## config.mk

```make
export PLATFORM = sky130hd
export DESIGN_NAME = gain_code_packer
export DESIGN_NICKNAME = d
export VERILOG_FILES = /design/src/rtl/gain_code_packer.sv
export SDC_FILE = /design/constraint.sdc
export NUM_CORES = 1
export LEC_CHECK = 0
export BUFFER_PORTS_ARGS = -buffer_cell sky130_fd_sc_hd__buf_2
export CORE_MARGIN = 2
export CORE_UTILIZATION = 54
export CTS_CLUSTER_SIZE = 10
export DETAILED_ROUTE_END_ITERATION = 16
export PLACE_DENSITY = 0.89
export REMOVE_ABC_BUFFERS = 1
export SYNTH_ARGS = -nofsm -noshare
export SYNTH_HDL_FRONTEND = slang
export SYNTH_SLANG_ARGS = --single-unit
```

## constraint.sdc

```tcl
create_clock -name clk -period 4.7 [get_ports clk]
set_input_delay 0.47 -clock clk [delete_from_list [all_inputs] [get_ports clk]]
set_output_delay 0.47 -clock clk [all_outputs]
set_load 0.02 [all_outputs]
```

## src/rtl/gain_code_packer.sv

```systemverilog
module gain_code_packer #(
  parameter int SAMPLE_W = 14,
  parameter int CNT_W    = 16
) (
  input  logic                  clk,
  input  logic                  rst_n,
  input  logic                  ana_vld,
  input  logic [SAMPLE_W-1:0]   ana_data,
  input  logic                  gsm_vld,
  input  logic [SAMPLE_W-1:0]   gsm_data,
  input  logic [SAMPLE_W-1:0]   lim_high_top,
  input  logic [SAMPLE_W-1:0]   lim_mid_bot,
  input  logic [SAMPLE_W-1:0]   lim_mid_top,
  input  logic [SAMPLE_W-1:0]   lim_low_bot,
  input  logic                  tally_clr,
  output logic                  word_vld,
  output logic [SAMPLE_W+1:0]   word_out,
  output logic [CNT_W-1:0]      tally
);

  localparam logic [1:0] CODE_HIGH = 2'b00;
  localparam logic [1:0] CODE_MID  = 2'b01;
  localparam logic [1:0] CODE_LOW  = 2'b10;
  localparam logic [1:0] CODE_UNC  = 2'b11;
  localparam logic [CNT_W-1:0] TALLY_MAX = '1;

  logic                pair_ok;
  logic                in_high, in_mid, in_low;
  logic [1:0]          code_c;
  logic                s1_vld;
  logic [1:0]          s1_code;
  logic [SAMPLE_W-1:0] s1_ana;

  assign pair_ok = ana_vld & gsm_vld;
  assign in_high = gsm_data <= lim_high_top;
  assign in_mid  = (gsm_data >= lim_mid_bot) && (gsm_data <= lim_mid_top);
  assign in_low  = gsm_data >= lim_low_bot;

  always_comb begin
    if (in_high)     code_c = CODE_HIGH;
    else if (in_mid) code_c = CODE_MID;
    else if (in_low) code_c = CODE_LOW;
    else             code_c = CODE_UNC;
  end

  always_ff @(posedge clk) begin
    if (!rst_n) begin
      s1_vld  <= 1'b0;
      s1_code <= CODE_HIGH;
      s1_ana  <= '0;
    end else begin
      s1_vld <= pair_ok;
      if (pair_ok) begin
        s1_code <= code_c;
        s1_ana  <= ana_data;
      end
    end
  end

  always_ff @(posedge clk) begin
    if (!rst_n) begin
      word_vld <= 1'b0;
      word_out <= '0;
    end else begin
      word_vld <= s1_vld;
      if (s1_vld) word_out <= {s1_code, s1_ana};
    end
  end

  always_ff @(posedge clk) begin
    if (!rst_n)
      tally <= '0;
    else if (tally_clr)
      tally <= '0;
    else if (s1_vld && s1_code == CODE_UNC && tally != TALLY_MAX)
      tally <= tally + 1'b1;
  end

endmodule


```

# Word-level counts from Yosys, hierarchy flattened
# Cells that the tools add are included.
# totals
reg_bits	50
latchBits	0
ram_bits	0
rom_bits	0
output_inout_bits	33
word_cells	22
memories	0
# classes
add_sub_neg	1
multipliers	0
div	0
n_lt_le_gt_ge	4
n_eq_ne	2
n_shift	0
n_mux	3
n_bitwise	2
n_reduce_logical	4
# op_table
operator	count
greater-or-equal comparator 14 bit	2
less-or-equal comparator 14 bit	2
adder 16 x 1 -> 16 bit, second input constant	1
inequality test 16 bit, second input constant	1
two-way mux 2 bit	2
logical AND 1 bit	3
== test 2 bit, second input constant	1
OR reduction 2 bit	1
bitwise AND 1 bit	1
two-way mux 1 bit	1
NOT 1 bit	1

# Depth between registers and ports, before layout
# depth
word_depth	4
depth_mapped	8

# Worst setup path before layout
# OpenSTA, ideal clock, no wires.
# synth_path
path_kind	input-to-reg
from	in lim_mid_top[4]
to	reg s1_code[1]
setup_ns	0.115
arrival_ns	1.867
required_time_ns	4.585
path_slack_ns	2.718
stages	8
cell_sequence	inv_1 ha_1 a21oi_1 a21boi_1 o31a_1 a2111oi_0 o32ai_1 a31o_1
# synth_via
elab_chain_cells	4
# synth_lines
item	line_no	text
from (decl)	13	input logic [SAMPLE_W-1:0] lim_mid_top,
less-or-equal comparator 14 bit	36	assign in_mid = (gsm_data >= lim_mid_bot) && (gsm_data <= lim_mid_top);
logical AND 1 bit	36	
two-way mux 2 bit	41	else if (in_mid) code_c = CODE_MID;
two-way mux 2 bit	40	if (in_high) code_c = CODE_HIGH;
to (signal assigned)	54	s1_code <= code_c;
to (decl)	31	logic [1:0] s1_code;
# Every way passes these cells.
# A chain may end at the register's enable or synchronous reset.

# Worst setup path in the final report
# layout_path
from	reg s1_vld
to	reg tally[8]
# layout_via
elab_chain_cells	2
# layout_lines
item	line_no	text
from (decl)	30	logic s1_vld;
from (signal assigned)	52	s1_vld <= pair_ok;
logical AND 1 bit (2 in a row)	75	else if (s1_vld && s1_code == CODE_UNC && tally != TALLY_MAX)
to (signal assigned)	76	tally <= tally + 1'b1;
to (decl)	18	output logic [CNT_W-1:0] tally
# Every way passes these cells.

==> impl_metrics.ini <==
[outcome]
status = finished clean

[clock_network]
numCtsBuffers = 5
root_buffer = clkbuf_8
clock-sinks = 50
cts_tree = done
postCtsSetupBuffers = 0
cts_hold_buf = 0
clkTransAtPathRegs_ns = 0.09
worstSkewPairLatency_ns = 0.30
h-tree-depth = 2
clk_path_buf_depth = 2
cts_resized = 0

[routing]
drc = 0
drt_pre_antenna_iters = 4
avgRoutedWirePerCell_um = 12.83
drtAntennaViolNets = 0
dr_total_vias = 3066
routed_wirelength_um = 7534
drt_iter0_markers = 126
viasPerCell = 5.223

[place]
gp_congestion = 0.8546
portBuffers = 121
dpl.cell_count = 579
hpwl_um = 6179

[setup_path]
r2r_cells = 6
cp_cell_sequence = nand3_2 -> nor3_1 -> a21boi_1 -> nand3_1 -> xor2_1 -> nor2_1
cp_max_fo = 18
critPathKind = register to register
critPathBufInv = 0
critPathTopFamily = flip-flops
startpoint_type = register
required_ns = 4.86
rrSetupSlack_ns = 2.28
r2r-end = tally[8]
critPathCaptureType = register
slowest_stage = dfxtp_1
cpPeakStageDelay_ns = 0.97
worstPathArrival_ns = 2.59
rr_startpoint = s1_vld

[synth]
ys_ff_latch = 50
async_flop_share = 0
synth_enable_flop_cells = 0
netlist_area_sq_um = 3352
ys_types = 43
ys_seq_area_frac = 0.2986
netlist_instances = 393
synth-main-ff-cell = dfxtp_1
synth_area_per_cell_sq_um = 8.529
yosys_warnings = 0

[cells_and_area]
final_nets = 657
regArea_sq_um = 1001
n_antenna_cell = 0
multiInputGateArea_sq_um = 2092
final-instance-count-excl-fill = 587
area_growth_pct = 22.14
layout_commonest_cell = buf_2
n_fill_cell = 516
fin_util = 0.6874
drive_above_1_share = 0.2598
layout_common_cells = buf_2 (121), ha_1 (57), inv_1 (56)

[global_route]
grt-ovfl-total = 0
antenna_found_initial = 0
grt_max_degree = 37
track_usage = 0.2226
grt_first_pass_wirelength_um = 11860
grt_pass1_vias = 2891

[timing]
hold_ws_ns = 0.4077
worst_slew_pin_slew_ns = 0.9711
finalSetupViolCount = 0
rsz0062_at_grt = no
slew_violations = 0
fin_crit_ns = 2.424
fin_setup_tns_ns = 0
finalCritPeriodShare = 0.5158
finalHoldViolCount = 0
max_slew_margin = 0.3517
fmax_mhz = 412.5
skew_ns = 0.005843

[floorplan]
core-area_sq_um = 5956
die_w_um = 82.79
die_h_um = 82.79
ios = 122
die_area_sq_um = 6853
rows = 28
initial_utilization = 0.5628

[worst_hold_path]
holdPathStages = 3
worstHoldPathType = input pin to register
min_from = ana_data[3]
worstHoldEndpoint = s1_ana[3]

[power_and_ir_drop]
vdd_ir_drop_max_mv = 0.2084
p_total_uw = 862.4
leakage_uw = 0.002115
power_density_nw_per_um2 = 210.7

[run]
maxCapViolations = 0
==> state kept, by name, indices dropped and copies added, names as in the netlist <==
signal    count
word_out     16
s1_ana       14
s1_code       2
tally        16
word_vld      1
s1_vld        1
==> per-layer routing <==
metal | vias up | global-route usage | part of all wire
met5 | - | 0 | 0
met4 | 0 | 0.04426 | 0.011
met3 | 8 | 0.06169 | 0.059
met2 | 93 | 0.4056 | 0.50
met1 | 1391 | 0.2606 | 0.43
li1 | 1574 | - | -
==> cells by family after synthesis <==
logic type	after synthesis	synth area share
buffers and inverters	66	0.07727
AOI/OAI and AO/OA	65	0.1359
muxes	18	0.05375
adders and majority gates	57	0.2128
xor gates and xnor gates	14	0.03658
and+or+nand+nor	123	0.1851
DFF	50	0.2986
==> synth_stat cells (2+ instances only) <==
cell,instances,area share
ha_1,57,0.21
inv_1,56,0.063
dfxtp_1,50,0.30
nand2_1,40,0.045
nor2b_1,20,0.037
nor2_1,19,0.021
a21oi_1,18,0.027
mux2i_1,18,0.054
nand4_1,15,0.028
a21boi_0,14,0.031
xor2_1,12,0.031
nand3_1,10,0.015
a21o_1,8,0.018
clkbuf_1,7,0.0078
o21ai_0,7,0.010
a211oi_1,4,0.0090
nand2b_1,4,0.0075
and3_1,3,0.0056
nor3_1,3,0.0045
a21boi_1,2,0.0045
and2_1,2,0.0037
nor4_1,2,0.0037
xnor2_1,2,0.0052
==> final cells by class <==
class | instances | area share
multi-input combinational | 277 | 0.5110
sequential | 50 | 0.2445
timing repair buffer | 121 | 0.1479
inverter | 56 | 0.05134
tap | 75 | 0.02292
clock buffer | 7 | 0.02109
clock inverter | 1 | 0.001222
==> per-stage QoR <==
stage | cell area (sq um) | worst slack (ns)
6_report | 4094 | 2.276
5_1_grt | 4094 | 2.034
4_1_cts | 4094 | 2.299
3_5_place_dp | 4003 | 2.323
3_3_place_gp | 4003 | 2.411
2_1_floorplan | 3303 | 2.646
==> worst max-delay path by stage <==
stage | start | to | slack [ns] | depth (start not counted)
floorplan | s1_vld | tally[14] | 2.65 | 6
CTS | s1_vld | tally[8] | 2.30 | 6
global placement | s1_vld | tally[8] | 2.41 | 6
global route | s1_vld | tally[8] | 2.03 | 6
detailed placement | s1_vld | tally[8] | 2.32 | 6
finish | s1_vld | tally[8] | 2.28 | 6
==> tightest hold or removal path: stages <==
cell	delay [ns]
buf_2	0.10
nand2_1	0.04
a21boi_0	0.06
==> report_power, final <==
group	internal (uW)	leakage [uW]	switching (uW)
registers	432	0.000405	7.14
clock network	119	0.0000482	133
logic	83.6	0.00166	88.3
Power figures use the tool's default switching activity.
